## config.mk

```make
export PLATFORM = sky130hd
export DESIGN_NAME = strap_cfg_ctrl
export DESIGN_NICKNAME = d
export VERILOG_FILES = /design/src/rtl/strap_cfg_pkg.sv /design/src/rtl/strap_sampler.sv /design/src/rtl/cfg_regfile.sv /design/src/rtl/cfg_apply.sv /design/src/rtl/strap_cfg_ctrl.sv
export SDC_FILE = /design/constraint.sdc
export NUM_CORES = 1
export LEC_CHECK = 0
export ABC_CLOCK_PERIOD_IN_PS = 2790
export BUFFER_PORTS_ARGS = -buffer_cell sky130_fd_sc_hd__buf_2
export CORE_MARGIN = 10
export CORE_UTILIZATION = 35
export DETAILED_ROUTE_END_ITERATION = 12
export HOLD_SLACK_MARGIN = 0.03
export PLACE_DENSITY = 0.75
export SYNTH_ARGS = -nofsm -noshare
export SYNTH_HDL_FRONTEND = slang
export SYNTH_SLANG_ARGS = --single-unit
export TNS_END_PERCENT = 100
```

## constraint.sdc

```tcl
create_clock -name clk -period 2.79 [get_ports clk]
set_input_delay 0.4185 -clock clk [delete_from_list [all_inputs] [get_ports clk]]
set_output_delay 0.4185 -clock clk [all_outputs]
set_load 0.05 [all_outputs]
```

## src/rtl/strap_cfg_pkg.sv

```systemverilog
package strap_cfg_pkg;
  localparam int CODE_W = 3;
  typedef logic [CODE_W-1:0] code_t;

  typedef enum logic [1:0] {
    DC_LOW  = 2'd0,
    DC_MID  = 2'd1,
    DC_HIGH = 2'd2,
    DC_RSVD = 2'd3
  } dc_lvl_e;

  // Thermometer code for the AC-boost strap level
  function automatic code_t ac_encode(input logic [1:0] lvl, input logic open_pin);
    code_t c;
    if (open_pin) c = 3'b111;
    else begin
      case (lvl)
        2'd0:    c = 3'b000;
        2'd1:    c = 3'b001;
        2'd2:    c = 3'b011;
        default: c = 3'b111;
      endcase
    end
    return c;
  endfunction

  function automatic code_t dc_encode(input logic [1:0] lvl);
    code_t c;
    case (dc_lvl_e'(lvl))
      DC_LOW:  c = 3'b011;
      DC_HIGH: c = 3'b111;
      default: c = 3'b101;
    endcase
    return c;
  endfunction

  function automatic logic ac_legal(input code_t c);
    return (c & (c + 3'd1)) == 3'd0;
  endfunction

  function automatic logic dc_legal(input code_t c);
    return (c == 3'b011) || (c == 3'b101) || (c == 3'b111);
  endfunction
endpackage

```

## src/rtl/strap_sampler.sv

```systemverilog
module strap_sampler
  import strap_cfg_pkg::*;
(
  input  logic       clk,
  input  logic       rst_pin_n,
  input  logic [1:0] ac_strap_lvl,
  input  logic       ac_strap_open,
  input  logic [1:0] dc_strap_lvl,
  input  logic       scl_lvl,
  input  logic       sda_lvl,
  output logic       serial_mode,
  output code_t      def_ac,
  output code_t      def_dc
);
  logic serial_q;

  // Mode follows the bus lines on every reset edge; the last one sticks
  always_ff @(posedge clk) begin
    if (!rst_pin_n) serial_q <= scl_lvl & sda_lvl;
  end

  assign serial_mode = serial_q;
  assign def_ac      = ac_encode(ac_strap_lvl, ac_strap_open);
  assign def_dc      = dc_encode(dc_strap_lvl);
endmodule

```

## src/rtl/cfg_regfile.sv

```systemverilog
module cfg_regfile
  import strap_cfg_pkg::*;
#(
  parameter int                DATA_W   = 8,
  parameter int                ADDR_W   = 8,
  parameter int                DEV_W    = 7,
  parameter logic [DEV_W-1:0]  DEV_ADDR = 7'h2C,
  parameter logic [ADDR_W-1:0] AC_OFS   = 8'h01,
  parameter int                AC_LSB   = 4,
  parameter logic [ADDR_W-1:0] HOLD_OFS = 8'h03,
  parameter int                HOLD_BIT = 0,
  parameter logic [ADDR_W-1:0] DC_OFS   = 8'h0E,
  parameter int                DC_LSB   = 0
) (
  input  logic              clk,
  input  logic              rst_pin_n,
  input  logic              serial_mode,
  input  code_t             def_ac,
  input  code_t             def_dc,
  input  logic              req_valid,
  output logic              req_ready,
  input  logic              req_write,
  input  logic [DEV_W-1:0]  req_dev,
  input  logic [ADDR_W-1:0] req_addr,
  input  logic [DATA_W-1:0] req_wdata,
  output logic              rsp_valid,
  output logic [DATA_W-1:0] rsp_rdata,
  output code_t             ac_q,
  output code_t             dc_q,
  output logic              hold_q
);
  localparam int AC_MSB = AC_LSB + CODE_W - 1;
  localparam int DC_MSB = DC_LSB + CODE_W - 1;

  logic              hit, rd_hit, wr_hit;
  logic [DATA_W-1:0] rd_mux;
  code_t             wr_ac, wr_dc;
  logic              unused_wdata;

  assign req_ready = rst_pin_n;
  assign hit       = req_valid && req_ready && serial_mode && (req_dev == DEV_ADDR);
  assign rd_hit    = hit && !req_write;
  assign wr_hit    = hit && req_write;
  assign wr_ac     = req_wdata[AC_MSB:AC_LSB];
  assign wr_dc     = req_wdata[DC_MSB:DC_LSB];
  assign unused_wdata = ^req_wdata;

  always_comb begin
    rd_mux = '0;
    if (req_addr == AC_OFS)        rd_mux[AC_MSB:AC_LSB] = ac_q;
    else if (req_addr == DC_OFS)   rd_mux[DC_MSB:DC_LSB] = dc_q;
    else if (req_addr == HOLD_OFS) rd_mux[HOLD_BIT]      = hold_q;
  end

  always_ff @(posedge clk) begin
    if (!rst_pin_n) begin
      ac_q      <= def_ac;
      dc_q      <= def_dc;
      hold_q    <= 1'b1;
      rsp_valid <= 1'b0;
      rsp_rdata <= '0;
    end else begin
      rsp_valid <= rd_hit;
      if (rd_hit) rsp_rdata <= rd_mux;
      if (!serial_mode) hold_q <= 1'b0;
      if (wr_hit) begin
        if (req_addr == AC_OFS && ac_legal(wr_ac))  ac_q   <= wr_ac;
        if (req_addr == DC_OFS && dc_legal(wr_dc))  dc_q   <= wr_dc;
        if (req_addr == HOLD_OFS)                   hold_q <= req_wdata[HOLD_BIT];
      end
    end
  end
endmodule

```

## src/rtl/cfg_apply.sv

```systemverilog
module cfg_apply
  import strap_cfg_pkg::*;
(
  input  logic  clk,
  input  logic  rst_pin_n,
  input  code_t def_ac,
  input  code_t def_dc,
  input  code_t ac_q,
  input  code_t dc_q,
  input  logic  hold_q,
  output code_t ac_out,
  output code_t dc_out
);
  // Applied codes follow the registers only while configuration is held
  always_ff @(posedge clk) begin
    if (!rst_pin_n) begin
      ac_out <= def_ac;
      dc_out <= def_dc;
    end else if (hold_q) begin
      ac_out <= ac_q;
      dc_out <= dc_q;
    end
  end
endmodule

```

## src/rtl/strap_cfg_ctrl.sv

```systemverilog
module strap_cfg_ctrl
  import strap_cfg_pkg::*;
#(
  parameter int               DATA_W   = 8,
  parameter int               ADDR_W   = 8,
  parameter int               DEV_W    = 7,
  parameter logic [DEV_W-1:0] DEV_ADDR = 7'h2C
) (
  input  logic              clk,
  input  logic              rst_pin_n,
  input  logic [1:0]        ac_strap_lvl,
  input  logic              ac_strap_open,
  input  logic [1:0]        dc_strap_lvl,
  input  logic              scl_lvl,
  input  logic              sda_lvl,
  input  logic              req_valid,
  output logic              req_ready,
  input  logic              req_write,
  input  logic [DEV_W-1:0]  req_dev,
  input  logic [ADDR_W-1:0] req_addr,
  input  logic [DATA_W-1:0] req_wdata,
  output logic              rsp_valid,
  output logic [DATA_W-1:0] rsp_rdata,
  output logic              serial_mode,
  output logic              sm_enable,
  output logic [2:0]        ac_boost,
  output logic [2:0]        dc_boost
);
  code_t def_ac, def_dc, ac_q, dc_q;
  logic  hold_q;

  strap_sampler u_smp (
    .clk           (clk),
    .rst_pin_n     (rst_pin_n),
    .ac_strap_lvl  (ac_strap_lvl),
    .ac_strap_open (ac_strap_open),
    .dc_strap_lvl  (dc_strap_lvl),
    .scl_lvl       (scl_lvl),
    .sda_lvl       (sda_lvl),
    .serial_mode   (serial_mode),
    .def_ac        (def_ac),
    .def_dc        (def_dc)
  );

  cfg_regfile #(
    .DATA_W   (DATA_W),
    .ADDR_W   (ADDR_W),
    .DEV_W    (DEV_W),
    .DEV_ADDR (DEV_ADDR)
  ) u_rf (
    .clk         (clk),
    .rst_pin_n   (rst_pin_n),
    .serial_mode (serial_mode),
    .def_ac      (def_ac),
    .def_dc      (def_dc),
    .req_valid   (req_valid),
    .req_ready   (req_ready),
    .req_write   (req_write),
    .req_dev     (req_dev),
    .req_addr    (req_addr),
    .req_wdata   (req_wdata),
    .rsp_valid   (rsp_valid),
    .rsp_rdata   (rsp_rdata),
    .ac_q        (ac_q),
    .dc_q        (dc_q),
    .hold_q      (hold_q)
  );

  cfg_apply u_app (
    .clk       (clk),
    .rst_pin_n (rst_pin_n),
    .def_ac    (def_ac),
    .def_dc    (def_dc),
    .ac_q      (ac_q),
    .dc_q      (dc_q),
    .hold_q    (hold_q),
    .ac_out    (ac_boost),
    .dc_out    (dc_boost)
  );

  assign sm_enable = rst_pin_n & ~hold_q;
endmodule

```

Word level (Yosys, flattened, before mapping)
Index checks and enable logic that the tools add are counted.
Widths: inputs -> output; s select.
{"block": "word_totals", "reg_bits": 21, "latchBits": 0, "mem_bits_rw": 0, "rom_bits": 0, "input_bits": 34, "output_inout_bits": 18, "wordCells": 63, "memories": 0}
{"block": "op_classes", "add_sub_neg": 1, "n_mul": 0, "n_div": 0, "order_cmp": 0, "n_eq_ne": 14, "shifts": 0, "n_mux": 21, "bitwise_logic": 4, "n_reduce_logical": 15}
{"operator": "$mux 3", "n": 13}
{"operator": "$pmux 3 s3", "n": 1}
{"operator": "$eq 8x1->1 const B", "n": 1}
{"operator": "$eq 8x2->1 const B", "n": 1}
{"operator": "$eq 8x4->1 const B", "n": 1}
{"operator": "$ne 2x1->1 const B", "n": 4}
{"operator": "$eq 7x6->1 const B", "n": 1}
{"operator": "$logic_and 1x1->1", "n": 7}
{"operator": "$eq 3x3->1 const B", "n": 2}
{"operator": "$pmux 3 s2", "n": 1}
{"operator": "$mux 1", "n": 5}
{"operator": "$eq 2x2->1 const B", "n": 2}
{"operator": "$logic_not 2->1", "n": 2}
{"operator": "$reduce_and 2->1", "n": 2}
{"operator": "$add 3x1->3 const B", "n": 1}
{"operator": "$and 3x3->3", "n": 1}
{"operator": "$eq 3x2->1 const B", "n": 1}
{"operator": "$logic_not 3->1", "n": 1}
{"operator": "$and 1x1->1", "n": 2}
{"operator": "$eq 2x1->1 const B", "n": 1}
{"operator": "$logic_or 1x1->1", "n": 2}
{"operator": "$mux 2", "n": 1}
{"operator": "$logic_not 1->1", "n": 1}
{"operator": "$not 1->1", "n": 1}

Depth between registers and ports, before layout
{"block": "logic_depth", "ltp_word": 7, "depth_mapped": 5, "mapped_depth_nobuf": 4}

By module
From an unflattened synthesis, not the netlist that was laid out.
{"block": "unflattened", "cells_unflattened": 90, "hier_area_um2": 1113.6}
{"module": "cfg_regfile", "n_inst": 1, "cells_each": 65, "area_each_um2": 729.4, "seq_area_each_um2": 340.3}
{"module": "cfg_apply", "n_inst": 1, "cells_each": 14, "area_each_um2": 287.8, "seq_area_each_um2": 180.2}
{"module": "strap_sampler", "n_inst": 1, "cells_each": 10, "area_each_um2": 82.6, "seq_area_each_um2": 30.0}
{"module": "strap_cfg_ctrl", "n_inst": 1, "cells_each": 1, "area_each_um2": 13.8, "seq_area_each_um2": 0.0}

Worst setup path before layout
No wires, ideal clock.
{"block": "synth_timing", "kind": "register to register", "startpoint": "register u_smp.serial_q, in the netlist u_smp.serial_mode", "endpoint": "register u_rf.ac_q[0], enable pin", "setup_time_ns": 0.374, "t_arrival_ns": 1.821, "t_required_ns": 2.416, "setup_slack_ns": 0.594, "stages_incl_launch_ff": 4, "path_buffers": 0, "synth_period_minus_slack_ns": 2.196, "cell_sequence": "edfxtp_1 nand4_1 or4_1 o41ai_1"}
{"block": "synth_via", "elab_chain_len": 5}
{"item": "from (decl)", "line": "strap_sampler.sv:15", "text": "logic serial_q;"}
{"item": "from (signal assigned)", "line": "strap_sampler.sv:19", "text": "if (!rst_pin_n) serial_q <= scl_lvl & sda_lvl;"}
{"item": "$logic_and 1x1->1 (2 in series)", "line": "cfg_regfile.sv:41", "text": "assign hit = req_valid && req_ready && serial_mode && (req_dev == DEV_ADDR);"}
{"item": "$logic_and 1x1->1", "line": "cfg_regfile.sv:43", "text": "assign wr_hit = hit && req_write;"}
{"item": "$ne 2x1->1 (no source line)"}
{"item": "$reduce_and 2->1 (no source line)"}
{"item": "to (signal assigned)", "line": "cfg_regfile.sv:67", "text": "if (req_addr == AC_OFS && ac_legal(wr_ac)) ac_q <= wr_ac;"}
{"item": "to (decl)", "line": "cfg_regfile.sv:28", "text": "output code_t ac_q,"}
No other way between the ends.
A chain may end at the register's enable or synchronous reset.

Worst setup path in the final report
{"block": "layout_timing", "startpoint": "register u_smp.serial_q, in the netlist u_smp.serial_mode", "endpoint": "register u_rf.ac_q[2], enable pin"}
Same word-level chain as after synthesis.

==> impl_metrics.env <==
export IMPL_required_ns=2.74
export IMPL_antennaDiodeCount=0
export IMPL_criticalPathCategory="register to register"
export IMPL_post_cts_buffers=0
export IMPL_drc_errors=0
export IMPL_rows=19
export IMPL_clockRootBuffer="clkbuf_4"
export IMPL_total_power_w=0.000625
export IMPL_clock_path_buffers=2
export IMPL_antenna_found_initial=0
export IMPL_dieArea_sq_um=5460
export IMPL_r2r_setup_slack_ns=0.72
export IMPL_cp_buffers_inverters=0
export IMPL_crit_path_end_kind="register"
export IMPL_cp_start_kind="register"
export IMPL_max_stage_delay_ns=0.70
export IMPL_ys_types=34
export IMPL_clk_latency_ns=0.29
export IMPL_core_sq_um=2760
export IMPL_ios=52
export IMPL_finClkSkew_ns=0.00239
export IMPL_yosysTopAreaCellShare=0.384
export IMPL_drv_slew=0
export IMPL_cts_resized=0
export IMPL_critPathMaxFanout=4
export IMPL_cts_sinks=21
export IMPL_r2r_end="u_rf.ac_q[2]"
export IMPL_route_vias_total=873
export IMPL_timing_final_crit_share=0.741
export IMPL_setup_viol=0
export IMPL_arrival_ns=2.01
export IMPL_vias_per_cell=4.96
export IMPL_timing_rr_start="u_smp.serial_mode"
export IMPL_r2r_cells=3
export IMPL_synth_compound_area_frac=0.143
export IMPL_crit_chain="nand4_1 -> or4_1 -> o41ai_1"
export IMPL_max_cap_viol_count=0
export IMPL_grt_max_degree=29
export IMPL_fin_nets=180
export IMPL_min_from="sda_lvl"
export IMPL_hold_class="input pin to register"
export IMPL_track_usage=0.0913
export IMPL_synth_seq_cells=21
export IMPL_place_hpwl_um=2130
export IMPL_finalWirelength_um=2540
export IMPL_slew_headroom=0.536
export IMPL_synth_yosys_seq_area_share=0.542
export IMPL_overflow=0
export IMPL_finalWorstSetupSlack_ns=0.723
export IMPL_worst_slew_pin_slew_ns=0.687
export IMPL_synthMuxAreaShare=0
export IMPL_crit_family="compound AO/OA/AOI/OAI gates"
export IMPL_min_period_ns=2.07
export IMPL_synth_top_cell_by_area="edfxtp_1"
export IMPL_postRouteAntennaNets=0
export IMPL_start_util=0.368
export IMPL_status="complete, no violations"
export IMPL_synthSimpleGateAreaFrac=0.238
export IMPL_power_leakage_nw=0.592
export IMPL_power_density_nw_per_um2=481
export IMPL_port_buffers=47
export IMPL_wl_per_cell_um=14.4
export IMPL_synthToLayoutAreaGrowth_pct=27.8
export IMPL_holdPathStages=2
export IMPL_min_to="u_smp.serial_mode"
export IMPL_timing_fmax_mhz=484
export IMPL_synthCells=97
export IMPL_yosys_area_share_adder=0
export IMPL_grt_pass1_wl_um=4000
export IMPL_synth_area_sq_um=1020
export IMPL_syn_area_per_cell_sq_um=10.5
export IMPL_finalSetupTns_ns=0
export IMPL_cts_buffers=3
export IMPL_async_flop_share=0
export IMPL_final_common_cell="buf_2"
export IMPL_synthTopCellsByArea="edfxtp_1 (38%), dfxtp_1 (16%), a21oi_1 (5.4%), inv_1 (3.3%), nand2b_1 (3.1%)"
export IMPL_die_w_um=73.9
export IMPL_rsz0062_at_grt="no"
export IMPL_cts_tree="yes"
export IMPL_postCtsHoldBufs=0
export IMPL_vdd_drop_max_uv=301
export IMPL_path_clk_slew_ns=0.12
export IMPL_grt_pass1_vias=919
export IMPL_yosysWarnings=0
export IMPL_place_congestion=0.710
export IMPL_pre_cts_ws_ns=0.422
export IMPL_synth_xor_area_frac=0
export IMPL_firstDrtPassIters=4
export IMPL_drive_gt1_frac=0.393
export IMPL_synth_top_family_by_area="simple AND/OR/NAND/NOR gates"
export IMPL_synth_ff_type="edfxtp_1"
export IMPL_slowest_stage="o41ai_1"
export IMPL_final_cell_mix="buf_2 (47), edfxtp_1 (13), a21oi_1 (11)"
export IMPL_die_h_um=73.9
export IMPL_drtIter0Drc=63
export IMPL_htreeDepth=1
export IMPL_synth_edf_count=13
export IMPL_hold_viol=0
[sequential cells by signal (all words and copies together) (netlist names)]
register,count
u_rf.hold_q,1
u_app.ac_out,3
u_smp.serial_mode,1
u_rf.rsp_rdata,6
u_rf.rsp_valid,1
u_rf.dc_q,3
u_rf.ac_q,3
u_app.dc_out,3
[routing by layer]
layer	global-route usage	share of wire
met5	0	0
met2	0.158	0.47
met4	0.0248	0.0032
met3	0.0363	0.13
met1	0.100	0.40
[power breakdown]
part           leakage [nW]  internal [W]  total [W]  switching (W)
Clock                0.0177     0.0000533   0.000143      0.0000899
Sequential            0.192      0.000351   0.000358     0.00000711
Combinational         0.383     0.0000382   0.000123      0.0000848
Total                 0.592      0.000443   0.000625       0.000182
[how the worst max path moves through the flow]
| stage | start | endpoint | depth (start not counted) |
|---|---|---|---|
| floorplan | u_smp.serial_mode | u_rf.ac_q[0] | 3 |
| global placement | req_dev[4] | u_rf.ac_q[2] | 4 |
| detailed placement | req_dev[4] | u_rf.ac_q[0] | 4 |
| CTS | u_smp.serial_mode | u_rf.ac_q[0] | 3 |
| global route | u_smp.serial_mode | u_rf.ac_q[0] | 3 |
| finish | u_smp.serial_mode | u_rf.ac_q[2] | 3 |
[final cells by class]
cell class,count,area (sq um)
repair buffers,49,250
clock inverters,1,5.00
multi-input cells,61,394
flip-flops and latches,21,551
well taps,31,38.8
fillers,259,1460
clock buffers,3,22.5
inverters,10,37.5
[synthesized netlist by cell type (all sizes together) (2+ instances only)]
| cell | n |
|---|---|
| nand2b | 5 |
| nor2 | 4 |
| a21o | 2 |
| nand4 | 2 |
| clkbuf | 2 |
| edfxtp | 13 |
| o21ai | 2 |
| buf | 4 |
| a21oi | 11 |
| o32ai | 3 |
| nand3 | 2 |
| nand2 | 8 |
| inv | 10 |
| nor3 | 3 |
| dfxtp | 8 |
| nor4 | 3 |
[kinds of logic after synthesis]
family,after synthesis
other,1
buffers and inverters,16
and+or+nand+nor,36
AOI/OAI and AO/OA,23
DFF,21
[metrics by stage]
stage,util,cell area (sq um),hold slack [ns],cells
global placement,0.461,1270,0.457,172
finish,0.471,1300,0.401,176
CTS,0.471,1300,0.401,176
detailed placement,0.461,1270,0.461,172
floorplan,-,1020,0.445,98
global route,0.471,1300,0.405,176
Note: power is estimated with default switching activity, not from simulation.
